## src/rtl/ir_pkg.sv

```systemverilog
package ir_pkg;
   typedef enum logic [1:0] {
      ST_IDLE,
      ST_CALC,
      ST_WAIT
   } ir_state_t;

   // operand descriptor as held in bits 23..0 of a word
   typedef struct packed {
      logic [3:0]  xsel;
      logic        f_idx;
      logic        f_rel;
      logic        f_ind;
      logic        f_imm;
      logic [15:0] prm;
   } ir_desc_t;

   localparam int DESC_W = 24;
   localparam int PRM_W  = 16;
endpackage

```

## src/rtl/ir_addr_calc.sv

```systemverilog
module ir_addr_calc
   import ir_pkg::*;
#(
   parameter int DATA_W = 32
) (
   input  ir_desc_t            desc,
   input  logic [DATA_W-1:0]   idx_val,
   input  logic [DATA_W-1:0]   pc_val,
   output logic [DATA_W-1:0]   sum
);
   localparam int EXT_W = DATA_W - PRM_W;

   logic [DATA_W-1:0] ext_prm;
   logic [DATA_W-1:0] idx_term;
   logic [DATA_W-1:0] pc_term;

   assign ext_prm  = {{EXT_W{desc.prm[PRM_W-1]}}, desc.prm};
   assign idx_term = desc.f_idx ? idx_val : '0;
   assign pc_term  = desc.f_rel ? pc_val  : '0;
   assign sum      = ext_prm + idx_term + pc_term;
endmodule

```

## src/rtl/ir_depth_ctr.sv

```systemverilog
module ir_depth_ctr #(
   parameter int MAX_DEPTH = 64,
   parameter bit LIMIT_EN  = 1'b1
) (
   input  logic clk,
   input  logic rst_n,
   input  logic clr,
   input  logic inc,
   output logic at_limit
);
   localparam int CNT_W = $clog2(MAX_DEPTH + 1);

   if (MAX_DEPTH < 1) begin : g_bad_depth
      $error("ir_depth_ctr: MAX_DEPTH must be at least 1");
   end

   if (LIMIT_EN) begin : g_limited
      logic [CNT_W-1:0] cnt;
      always_ff @(posedge clk or negedge rst_n) begin
         if (!rst_n)   cnt <= '0;
         else if (clr) cnt <= '0;
         else if (inc) cnt <= cnt + 1'b1;
      end
      assign at_limit = (cnt == CNT_W'(MAX_DEPTH));

      p_cnt_bound_r8: assert property (@(posedge clk) disable iff (!rst_n)
         cnt <= CNT_W'(MAX_DEPTH));
   end else begin : g_unbounded
      logic unused_ctl;
      assign unused_ctl = ^{clk, rst_n, clr, inc};
      assign at_limit   = 1'b0;
   end
endmodule

```

## src/rtl/indir_resolver.sv

```systemverilog
module indir_resolver
   import ir_pkg::*;
#(
   parameter int DATA_W    = 32,
   parameter int IDX_W     = 4,
   parameter int MAX_DEPTH = 64,
   parameter bit LIMIT_EN  = 1'b1
) (
   input  logic              clk,
   input  logic              rst_n,
   input  logic              start,
   input  logic [DATA_W-1:0] instr,
   input  logic [DATA_W-1:0] pc,
   input  logic              is_jump,
   output logic [IDX_W-1:0]  idx_sel,
   input  logic [DATA_W-1:0] idx_data,
   output logic              mem_req,
   output logic [DATA_W-1:0] mem_addr,
   input  logic              mem_rvalid,
   input  logic [DATA_W-1:0] mem_rdata,
   output logic              busy,
   output logic              done,
   output logic [DATA_W-1:0] result,
   output logic              result_is_value,
   output logic              err
);
   if (DATA_W < DESC_W + 8) begin : g_bad_width
      $error("indir_resolver: DATA_W must hold opcode and descriptor");
   end
   if (IDX_W != 4) begin : g_bad_idx
      $error("indir_resolver: descriptor select field is 4 bits");
   end

   ir_state_t         state;
   ir_desc_t          desc_q;
   logic [DATA_W-1:0] pc_q;
   logic [DATA_W-1:0] addr_q;
   logic [DATA_W-1:0] res_q;
   logic              imm_q, isv_q, done_q, err_q;
   logic [DATA_W-1:0] sum;
   logic              at_limit;
   logic              accept, fetch_in;
   logic              unused_hi;

   assign unused_hi = ^{instr[DATA_W-1:DESC_W], mem_rdata[DATA_W-1:DESC_W]};
   assign accept    = start && (state == ST_IDLE);
   assign fetch_in  = (state == ST_WAIT) && mem_rvalid;

   ir_addr_calc #(.DATA_W(DATA_W)) u_calc (
      .desc    (desc_q),
      .idx_val (idx_data),
      .pc_val  (pc_q),
      .sum     (sum)
   );

   ir_depth_ctr #(.MAX_DEPTH(MAX_DEPTH), .LIMIT_EN(LIMIT_EN)) u_depth (
      .clk      (clk),
      .rst_n    (rst_n),
      .clr      (accept),
      .inc      (fetch_in),
      .at_limit (at_limit)
   );

   always_ff @(posedge clk or negedge rst_n) begin
      if (!rst_n) begin
         state  <= ST_IDLE;
         desc_q <= '0;
         pc_q   <= '0;
         addr_q <= '0;
         res_q  <= '0;
         imm_q  <= 1'b0;
         isv_q  <= 1'b0;
         done_q <= 1'b0;
         err_q  <= 1'b0;
      end else begin
         done_q <= 1'b0;
         err_q  <= 1'b0;
         unique case (state)
            ST_IDLE: if (start) begin
               desc_q <= ir_desc_t'(instr[DESC_W-1:0]);
               pc_q   <= pc;
               imm_q  <= instr[16] && !is_jump;
               state  <= ST_CALC;
            end
            ST_CALC: begin
               if (desc_q.f_ind) begin
                  if (at_limit) begin
                     err_q <= 1'b1;
                     state <= ST_IDLE;
                  end else begin
                     addr_q <= sum;
                     state  <= ST_WAIT;
                  end
               end else begin
                  res_q  <= sum;
                  isv_q  <= imm_q;
                  done_q <= 1'b1;
                  state  <= ST_IDLE;
               end
            end
            ST_WAIT: if (mem_rvalid) begin
               desc_q <= ir_desc_t'(mem_rdata[DESC_W-1:0]);
               state  <= ST_CALC;
            end
            default: state <= ST_IDLE;
         endcase
      end
   end

   assign idx_sel         = desc_q.xsel;
   assign mem_req         = (state == ST_WAIT);
   assign mem_addr        = addr_q;
   assign busy            = (state != ST_IDLE);
   assign done            = done_q;
   assign err             = err_q;
   assign result          = res_q;
   assign result_is_value = isv_q;

   p_req_hold_r7: assert property (@(posedge clk) disable iff (!rst_n)
      mem_req && !mem_rvalid |=> mem_req && $stable(mem_addr));
   p_restart_r4: assert property (@(posedge clk) disable iff (!rst_n)
      mem_req && mem_rvalid |=> busy && !mem_req);
   p_excl_r8: assert property (@(posedge clk) disable iff (!rst_n)
      !(done && err));
   p_done_busy_r9: assert property (@(posedge clk) disable iff (!rst_n)
      done |-> $past(busy) && !busy);
endmodule

```

## config.mk

```make
export PLATFORM = sky130hd
export DESIGN_NAME = indir_resolver
export DESIGN_NICKNAME = d
export VERILOG_FILES = /design/src/rtl/ir_pkg.sv /design/src/rtl/ir_addr_calc.sv /design/src/rtl/ir_depth_ctr.sv /design/src/rtl/indir_resolver.sv
export SDC_FILE = /design/constraint.sdc
export NUM_CORES = 1
export LEC_CHECK = 0
export ABC_AREA = 1
export BUFFER_PORTS_ARGS = -buffer_cell sky130_fd_sc_hd__buf_2
export CAP_MARGIN = 20
export CORE_MARGIN = 4
export CORE_UTILIZATION = 49
export DETAILED_ROUTE_END_ITERATION = 10
export GPL_ROUTABILITY_DRIVEN = 0
export HOLD_SLACK_MARGIN = 0.15
export PLACE_DENSITY = 0.82
export SLEW_MARGIN = 20
export SYNTH_ARGS = -nofsm -noshare
export SYNTH_HDL_FRONTEND = slang
export SYNTH_HIERARCHICAL = 1
export SYNTH_SLANG_ARGS = --single-unit
export TNS_END_PERCENT = 100
```

## constraint.sdc

```tcl
create_clock -name clk -period 3 [get_ports clk]
set_input_delay 0.6 -clock clk [delete_from_list [all_inputs] [get_ports clk]]
set_output_delay 0.6 -clock clk [all_outputs]
set_load 0.03 [all_outputs]
```

Word level (Yosys, flattened, before mapping) --
Index checks and enable logic that the tools add are counted.
Word-level totals: register bits after elaboration 132, input bits 133, output and inout port bits 73, logic and storage cells 54
Cells by class: $add $sub $neg 3, eq/ne operators 5, muxes and demuxes 17, bitwise operators 2, reduce and logical (&&, ||, !) cells 13
Operator list (number):
- adder 32 bit | 2
- two-way mux 32 bit | 2
- two-way mux 24 bit | 2
- case mux 24 bit (2 select lines) | 1
- two-way mux 7 bit | 2
- two-way mux 2 bit | 4
- adder 7 x 1 -> 7 bit (second input constant) | 1
- equality test 7 bit (second input constant) | 1
- case mux 2 bit (3 select lines) | 1
- AND reduction 2 bit | 3
- AND reduction 3 bit | 2
- nonzero test 2 bit | 3
- two-way mux 1 bit | 5
- logical AND 1 bit | 3
- equality test 2 x 1 -> 1 bit (second input constant) | 1
- equality test 2 bit (second input constant) | 1
- zero test 2 bit | 1
- inequality test 2 x 1 -> 1 bit (second input constant) | 1
- inequality test 2 bit (second input constant) | 1
- inverter 1 bit | 2
- zero test 1 bit | 1

Longest topological paths before layout --
Gate-level depths: netlist of run 1.
depth after elaboration 4, depth in mapped cells 18

Modules after synthesis --
Netlist of run 1, hierarchy kept.
By module, submodules not included:
- indir_resolver | times used 1, cells each 622, area each 5246.3 sq um
- ir_addr_calc | times used 1, cells each 630, area each 3418.3 sq um
- ir_depth_ctr | times used 1, cells each 51, area each 400.4 sq um

Worst setup path before layout of run 1 --
OpenSTA, ideal clock, no wires.
path type register -> register, start register desc_q[19] (netlist name), end register addr_q[29], in the netlist mem_addr[29], library setup time 0.118 ns, data arrival time 2.751 ns, data required time 2.882 ns, slack 0.131 ns, cell stages (with the launch flop) 19, period minus slack after synthesis 2.869 ns, cell sequence dfrtp_1 > clkbuf_1 > nand2_1 > fa_1 > inv_1 > ha_1 > fa_1 > nand3_1 > nand3_2 > nand2_1 > nand2_2 > nand2_1 > nand2_2 > nand2_1 > nand2_1 > nand2_1 > nand2_1 > nand3_1 > nand2_1
On the way: word-level cells in the longest chain between the ends 3
RTL lines:
- from (decl) | line indir_resolver.sv:35 | ir_desc_t desc_q;
- from (signal assigned) | line indir_resolver.sv:80 | desc_q <= ir_desc_t'(instr[DESC_W-1:0]);
- from (signal assigned) | line indir_resolver.sv:102 | desc_q <= ir_desc_t'(mem_rdata[DESC_W-1:0]);
- two-way mux 32 bit | line ir_addr_calc.sv:18 | assign idx_term = desc.f_idx ? idx_val : '0;
- adder 32 bit (2 in series) | line ir_addr_calc.sv:20 | assign sum = ext_prm + idx_term + pc_term;
- named net sum[29] | line indir_resolver.sv:40 | logic [DATA_W-1:0] sum;
- to (signal assigned) | line indir_resolver.sv:91 | addr_q <= sum;
- to (decl) | line indir_resolver.sv:37 | logic [DATA_W-1:0] addr_q;
The timed path passes the listed nets, and every way through them passes these cells. A chain may end at the register's enable or synchronous reset.

Worst setup path after layout of run 1 --
start register desc_q[19] (netlist name), end register addr_q[16], in the netlist mem_addr[16]
Same word-level chain as after synthesis.

==> run_results.csv, run 1 <==
group,metric,value,unit
yosys,yosys_warnings,6,
detailed_routing,dr_wl_met2,11000,µm
yosys,synth_area,0.00901,mm²
cts,cts_buffers,17,
worst_setup_path,start_kind,"register",
final_layout,nets,1670,
worst_setup_path,path_class,"register to register",
die,die-area,0.0206,mm²
placed_design,preCtsSetupSlack,0.0166,ns
cts,cts_root_buf,"clkbuf_16",
job,maxCapViolations,0,
final_layout,drive_gt1_frac,0.192,
worst_setup_path,reg2regPathDepth,14,
timing,drv_slew,0,
yosys,syn_nets,1493,
final_layout,seqCellArea,0.00331,mm²
cts,clock_sink_count,132,
pwr,power_density,1360,mW/mm²
timing,fin_crit_sh,0.942,
placed_design,numPortBuffers,188,
timing,fin_crit,2.82,ns
worst_hold_path,hold_path_class,"input port to asynchronous set/reset pin",
final_layout,antenna_cells,0,
pwr,total_power,0.0146,W
die,die_w,144,µm
cts,htree_num_levels,4,
timing,relSlewSlack,0.586,
worst_setup_path,critPathBufInv,3,
detailed_routing,wl_per_cell,13.9,µm
timing,skew,0.00755,ns
worst_setup_path,crit_top_cell,"nand2_1",
grt,grt.total_usage,0.233,
worst_setup_path,endpoint_kind,"register",
grt,grt_max_degree,54,
cts,path_clk_slew,0.06,ns
placed_design,dp_hpwl,18500,µm
timing,finalSetupViolCount,0,
outcome,status,"complete, no violations",
worst_setup_path,critPathRequiredTime,3.35,ns
grt,grt_pass1_vias,8003,
grt,grt_antenna_before_repair,3,
yosys,syn-instance-count,1296,
detailed_routing,detail_route.first_pass.iterations,5,
cts,clock_path_buffers,2,
die,num_rows,49,
worst_setup_path,worst-path-stages,14,
detailed_routing,drt_iter0_markers,750,
detailed_routing,routed.top_layer,"met5",
grt,grt_pass1_wl,38500,µm
detailed_routing,via_count,8481,
detailed_routing,met3_length,1700,µm
worst_setup_path,cp.arrival,3.18,ns
worst_setup_path,critPathLaunch,"desc_q[19]",
final_layout,fillers,1670,
placed_design,post_dp_cell_area,0.0102,mm²
pwr,p_leak,6.79,nW
detailed_routing,ant_nets,0,
yosys,syn-mean-instance-area,6.96,µm²
timing,tns,0,ns
die,fp.dieH,144,µm
pwr,peakVddDrop,0.000849,V
cts,tritoncts,"yes",
final_layout,final_cell_area,0.0107,mm²
worst_setup_path,path_cells,"buf_4 > nand2_1 > inv_1 > fa_1 > ha_2 > nand2_2 > inv_1 > a21oi_1 > nor2_1 > nor2_1 > nand2_1 > xor2_1 > nand3_1 > nand2_1",
grt,gr-total-overflow,0,
detailed_routing,avgViaCountPerCell,4.96,
detailed_routing,drc,0,
timing,worst_slack,0.175,ns
die,start_util,0.500,
timing,hold_viol,0,
timing,worstMarginPinSlew,0.620,ns
final_layout,multiInputGateArea,0.00482,mm²
timing,max_freq,354,MHz
worst_setup_path,path_delay_family,"adder cells",
detailed_routing,met1_length,10700,µm
worst_setup_path,max_stage_delay,0.51,ns
die,fp.coreArea,0.0180,mm²
detailed_routing,routed_wl,23800,µm
worst_setup_path,crit_fanout,10,
final_layout,syn2layout_area_growth,18.9,%
die,ios,206,
cts,clock_latency,0.41,ns
worst_setup_path,reg2reg_from,"desc_q[19]",
worst_setup_path,critical-path-slowest-cell,"fa_1",
timing,rsz0062_at_grt,"false",
-- state kept, by name, indices dropped and copies added (netlist names) --
| name | cells |
|---|---|
| u_depth/g_limited.cnt | 7 |
| done | 1 |
| desc_q | 19 |
| pc_q | 32 |
| err | 1 |
| imm_q | 1 |
| mem_addr | 32 |
| result | 32 |
| result_is_value | 1 |
| idx_sel | 4 |
| state | 2 |
-- through the flow --
step	utilization	cells	hold slack, ns
3_3_place_gp	0.564	1683	0.449
4_1_cts	0.593	1711	0.214
6_report	0.595	1711	0.198
2_1_floorplan	-	1296	0.304
3_5_place_dp	0.564	1683	0.456
5_1_grt	0.595	1711	0.244
-- timing repair --
| item | in CTS | in global routing |
|---|---|---|
| resized for setup | 0 | 12 |
| hold buffers | 0 | 0 |
| buffers inserted | 0 | 0 |
| endpoints found under the setup margin | 0 | 16 |
-- final timing paths --
kind                           endpoint  slack, ns
setup reg to reg           mem_addr[16]       0.18
min in group clk               pc_q[25]       0.38
hold / removal              mem_addr[7]       0.20
setup / recovery           mem_addr[16]       0.18
max in group asynchronous  mem_addr[22]       2.12
hold reg to reg            mem_addr[30]       0.47
-- area by class of cell --
class,instances,area share
clock buffers,21,0.0429
clock inverters,7,0.00560
inverters,181,0.0636
multi-input cells,938,0.449
flip-flops and latches,132,0.308
well taps,229,0.0267
repair buffers,203,0.104
-- cell usage in the layout, fill, tap and decap left out, types with 4 or more instances in the layout --
master	count
dfrtp_1	130
ha_2	4
nor2_1	43
a21oi_1	22
nand3_1	106
xor2_1	15
nor2_2	6
clkbuf_16	17
clkinv_2	6
nand2_2	18
buf_12	4
fa_1	32
inv_2	5
nand2_1	624
buf_4	11
nand3_2	7
inv_1	174
buf_2	187
nand4_1	6
o21ai_0	5
ha_1	28
nor3_2	5
-- power breakdown --
part           internal [W]  switching [W]  total [W]
registers           0.00263       0.000541    0.00317
clock network       0.00115       0.000714    0.00187
logic               0.00300        0.00652    0.00952
total               0.00678        0.00778     0.0146
-- routing by layer --
metal  GRT usage  up-vias
met5           0        -
met4      0.0585        6
met3      0.0433       39
met2       0.378      323
met1       0.326     3861
li1            -     4252
Power figures use the tool's default switching activity.
==> run 2: changes to the inputs <==
--- a/config.mk
+++ b/config.mk
@@ -9,11 +9,11 @@
 export BUFFER_PORTS_ARGS = -buffer_cell sky130_fd_sc_hd__buf_2
 export CAP_MARGIN = 20
 export CORE_MARGIN = 4
-export CORE_UTILIZATION = 49
+export CORE_UTILIZATION = 50
 export DETAILED_ROUTE_END_ITERATION = 10
 export GPL_ROUTABILITY_DRIVEN = 0
 export HOLD_SLACK_MARGIN = 0.15
-export PLACE_DENSITY = 0.82
+export PLACE_DENSITY = 0.84
 export SLEW_MARGIN = 20
 export SYNTH_ARGS = -nofsm -noshare
 export SYNTH_HDL_FRONTEND = slang
==> run_results.csv, run 2 (synthesis gave the netlist of run 1 again) <==
group,metric,value,unit
final_layout,final_common_cell,"nand2_1",
cts,clock_latency,0.42,ns
die,num_rows,48,
timing,fin_crit_sh,0.940,
grt,grt_antenna_before_repair,0,
grt,grt_pass1_vias,8079,
die,die_w,142,µm
die,fp.dieH,142,µm
outcome,status,"complete, no violations",
worst_setup_path,path_class,"register to register",
cts,path_clk_slew,0.06,ns
timing,worst_slack,0.181,ns
timing,hold_viol,0,
worst_setup_path,critical-path-slowest-cell,"fa_1",
cts,cts_setup_buffers,0,
timing,finalSetupViolCount,0,
worst_setup_path,crit_top_cell,"nand2_1",
worst_hold_path,hold_path_class,"input port to asynchronous set/reset pin",
grt,gr-total-overflow,0,
detailed_routing,wl_per_cell,13.9,µm
timing,drv_slew,0,
worst_setup_path,start_kind,"register",
die,fp.coreArea,0.0175,mm²
final_layout,drive_gt1_frac,0.187,
final_layout,nets,1670,
cts,cts_hold_buf,0,
cts,cts_root_buf,"clkbuf_16",
detailed_routing,routed_wl,23700,µm
worst_setup_path,path_cells,"buf_6 > nand2_1 > inv_1 > fa_1 > ha_1 > nand2_1 > inv_1 > nand2_1 > nor3_1 > nand3_1 > nand3_1 > nand2_1 > nand2_1 > nand3_1 > nand2_1",
placed_design,numPortBuffers,188,
cts,cts_buffers,17,
timing,max_freq,355,MHz
worst_setup_path,max_stage_delay,0.43,ns
job,maxCapViolations,0,
die,ios,206,
cts,tritoncts,"yes",
cts,clock_path_buffers,2,
die,die-area,0.0202,mm²
timing,rsz0062_at_grt,"false",
pwr,power_density,1360,mW/mm²
detailed_routing,avgViaCountPerCell,4.97,
pwr,clockPowerShare,0.136,
worst_setup_path,endpoint_kind,"register",
grt,grt_pass1_wl,39200,µm
detailed_routing,detail_route.first_pass.iterations,5,
detailed_routing,via_count,8487,
pwr,p_leak,6.78,nW
timing,worstMarginPinSlew,0.698,ns
die,start_util,0.516,
worst_setup_path,critPathRequiredTime,3.35,ns
detailed_routing,ant_nets,0,
pwr,peakVddDrop,0.000709,V
pwr,combPwrFrac,0.649,
detailed_routing,dr_wl_met2,11000,µm
worst_setup_path,reg2reg_from,"desc_q[19]",
grt,grt.total_usage,0.240,
placed_design,preCtsSetupSlack,-0.0330,ns
placed_design,dp_hpwl,18200,µm
grt,grt_max_degree,133,
final_layout,syn2layout_area_growth,18.7,%
pwr,p_switching,0.00773,W
worst_setup_path,cp.arrival,3.17,ns
detailed_routing,routed.top_layer,"met4",
cts,htree_num_levels,4,
detailed_routing,drc,0,
final_layout,antenna_cells,0,
worst_setup_path,critPathLaunch,"desc_q[19]",
cts,clock_sink_count,132,
final_layout,mostFrequentLayoutCells,"nand2_1, buf_2, inv_1",
detailed_routing,drt_iter0_markers,614,
timing,skew,0.00904,ns
detailed_routing,met1_length,10500,µm
detailed_routing,met3_length,1870,µm
pwr,p_seq_frac,0.215,
pwr,internal_power,0.00685,W
final_layout,fillers,1585,
pwr,total_power,0.0146,W
worst_setup_path,crit_fanout,19,
timing,relSlewSlack,0.535,
timing,fin_crit,2.82,ns
pwr,p_sw_frac,0.530,
## run 2: cell count changes in the layout (fill, tap and decap cells not counted), sizes merged
cell | before | now
clkinv | 7 | 1
bufinv | 1 | 2
clkinvlp | 0 | 2
clkbuf | 21 | 24
## run 2: metrics by stage
step	TNS [ns]	area (µm²)	cells	hold WS, ns	utilization
6_report	0	10700	1707	0.298	0.612
5_1_grt	0	10700	1707	0.356	0.612
4_1_cts	0	10700	1707	0.324	0.611
3_5_place_dp	-0.0515	10100	1679	0.453	0.579
3_3_place_gp	0	10100	1679	0.449	0.579
2_1_floorplan	0	9010	1296	0.304	-
## run 2: cell type report
type,instances,area [µm²],area share
inverter,181,682,0.0637
multi-input combinational,938,4800,0.449
timing repair buffer,203,1080,0.101
clock inverter,4,75.1,0.00702
sequential,132,3300,0.309
clock buffer,24,482,0.0450
tap,225,282,0.0263
## run 2: worst max-delay path, delay by kind of cell (launching register included)
kind / cells / cell delay, ns
adder cells (fa/ha/maj): 2 / 0.84
AND/OR/NAND/NOR: 10 / 1.13
flip-flops: 1 / 0.39
buffers and inverters: 3 / 0.37
## run 2: path summary, 6_finish.rpt
path	end	slack (ns)	cells past startpoint
max reg2reg	mem_addr[24]	0.18	15
max	mem_addr[24]	0.18	15
max in group asynchronous	pc_q[19]	2.17	2
min reg2reg	mem_addr[29]	0.46	2
min in group clk	pc_q[31]	0.38	3
min	mem_addr[6]	0.30	2
## run 2: repair_timing
action                                  CTS  global route
resized for setup                         0             7
endpoints found under the setup margin    0            13
endpoints found under the hold margin     0             0
## run 2: routing by layer
layer	track usage	vias up
met5	0	-
met3	0.0514	30
met2	0.392	324
li1	-	4248
met1	0.327	3885
met4	0.0652	0
## run 2: power groups by stage
stage / clock [W] / sequential, W / combinational, W
5_1_grt: 0.00210 / 0.00324 / 0.0106
6_report: 0.00198 / 0.00314 / 0.00947
2_1_floorplan: 0 / 0.00392 / 0.00613
3_5_place_dp: 0 / 0.00316 / 0.00933
4_1_cts: 0.00201 / 0.00314 / 0.00939
3_3_place_gp: 0 / 0.00312 / 0.00911
==> run 3: changes to the inputs <==
--- a/config.mk
+++ b/config.mk
@@ -10,6 +10,7 @@
 export CAP_MARGIN = 20
 export CORE_MARGIN = 4
 export CORE_UTILIZATION = 50
+export CTS_BUF_LIST = sky130_fd_sc_hd__clkbuf_16
 export DETAILED_ROUTE_END_ITERATION = 10
 export GPL_ROUTABILITY_DRIVEN = 0
 export HOLD_SLACK_MARGIN = 0.15
==> run_results.csv, run 3 (synthesis gave the netlist of run 1 again) <==
group,metric,value,unit
timing,max_freq,349,MHz
final_layout,drive_gt1_frac,0.185,
detailed_routing,wl_per_cell,13.9,µm
detailed_routing,routed_wl,23800,µm
placed_design,post_dp_cell_area,0.0101,mm²
cts,clock_path_buffers,2,
timing,fin_crit,2.87,ns
timing,skew,0.00830,ns
final_layout,antenna_cells,0,
timing,worstMarginPinSlew,0.699,ns
detailed_routing,avgViaCountPerCell,5.00,
cts,cts_hold_buf,0,
worst_setup_path,path_class,"register to register",
timing,rsz0062_at_grt,"false",
detailed_routing,detail_route.first_pass.iterations,8,
cts,clock_latency,0.42,ns
worst_setup_path,cp.arrival,3.22,ns
worst_setup_path,crit_fanout,19,
cts,clock_sink_count,132,
timing,relSlewSlack,0.534,
final_layout,multiInputGateArea,0.00480,mm²
die,die-area,0.0202,mm²
final_layout,seqCellArea,0.00330,mm²
job,maxCapViolations,0,
die,ios,206,
worst_hold_path,hold_path_class,"input port to asynchronous set/reset pin",
pwr,total_power,0.0145,W
pwr,power_density,1360,mW/mm²
worst_setup_path,endpoint_kind,"register",
cts,htree_num_levels,4,
final_layout,fin_cells,1707,
cts,tritoncts,"yes",
timing,hold_viol,0,
final_layout,nets,1670,
cts,cts_root_buf,"clkbuf_16",
final_layout,final_common_cell,"nand2_1",
placed_design,dp_hpwl,18200,µm
timing,drv_slew,0,
timing,fin_crit_sh,0.956,
pwr,p_leak,6.78,nW
cts,cts_resized,0,
final_layout,syn2layout_area_growth,18.4,%
cts,cts_setup_buffers,0,
worst_setup_path,critPathRequiredTime,3.35,ns
detailed_routing,drc,0,
final_layout,final_cell_area,0.0107,mm²
die,start_util,0.516,
grt,grt_pass1_vias,8089,
detailed_routing,drt_iter0_markers,610,
pwr,peakVddDrop,0.000710,V
worst_setup_path,start_kind,"register",
die,fp.coreArea,0.0175,mm²
final_layout,fillers,1590,
die,num_rows,48,
grt,grt_antenna_before_repair,0,
timing,finalSetupViolCount,0,
grt,grt.total_usage,0.241,
detailed_routing,ant_nets,0,
outcome,status,"complete, no violations",
detailed_routing,via_count,8539,
grt,grt_pass1_wl,39300,µm
cts,cts_buffers,17,
grt,grt_max_degree,133,
final_layout,mostFrequentLayoutCells,"nand2_1, buf_2, inv_1",
grt,gr-total-overflow,0,
cts,path_clk_slew,0.06,ns
placed_design,numPortBuffers,188,
die,fp.dieH,142,µm
die,die_w,142,µm
placed_design,dp_cells,1679,
[run 3: changes by cell type in the layout (fill, tap and decap cells not counted), sizes merged]
cell    change
clkbuf      -7
clkinv      +3
inv         +4
[run 3: worst paths after layout]
| path | startpoint | endpoint | slack [ns] | cells past startpoint |
|---|---|---|---|---|
| worst max register to register | desc_q[19] | mem_addr[24] | 0.13 | 15 |
| min in group clk | pc[31] | pc_q[31] | 0.38 | 3 |
| max in group asynchronous | rst_n | pc_q[19] | 2.18 | 2 |
| worst min register to register | mem_addr[29] | mem_addr[29] | 0.46 | 2 |
| worst max-delay path | desc_q[19] | mem_addr[24] | 0.13 | 15 |
| worst min-delay path | rst_n | mem_addr[6] | 0.29 | 2 |
[run 3: critical path, cell delays in order, from the launching register on]
cell and delay [ns]:
dfrtp_1 0.39, buf_6 0.20, nand2_1 0.09, inv_1 0.09
fa_1 0.43, ha_1 0.42, nand2_1 0.10, inv_1 0.09
nand2_1 0.09, nor3_1 0.22, nand3_1 0.19, nand3_1 0.13
nand2_1 0.05, nand2_1 0.12, nand3_1 0.09, nand2_1 0.09
[run 3: metal layers]
metal,vias up,wire length (µm),GRT usage
met2,353,10900,0.392
met5,-,0,0
met4,0,401,0.0657
li1,4251,-,-
met3,39,1910,0.0514
met1,3896,10500,0.327
[run 3: layout make-up]
type	instances	share of cell area
inverters	181	0.0639
clock inverters	11	0.00950
repair buffers	203	0.101
well taps	225	0.0264
clock buffers	17	0.0399
multi-input cells	938	0.450
flip-flops and latches	132	0.310
[run 3: power breakdown]
group | switching [W] | leakage (nW) | internal (W) | total, W
clock network | 0.000710 | 0.264 | 0.00118 | 0.00189
registers | 0.000513 | 1.65 | 0.00262 | 0.00314
logic | 0.00653 | 4.87 | 0.00296 | 0.00949
[run 3: metrics by stage]
step                      utilization  setup TNS [ns]  hold WS (ns)  worst slack (ns)
after floorplan                     -               0         0.304             0.131
after global placement          0.579               0         0.449            0.0269
after detailed placement        0.579         -0.0515         0.453           -0.0330
after CTS                       0.609               0         0.324             0.174
after global routing            0.611               0         0.356           0.00126
final                           0.611               0         0.294             0.132
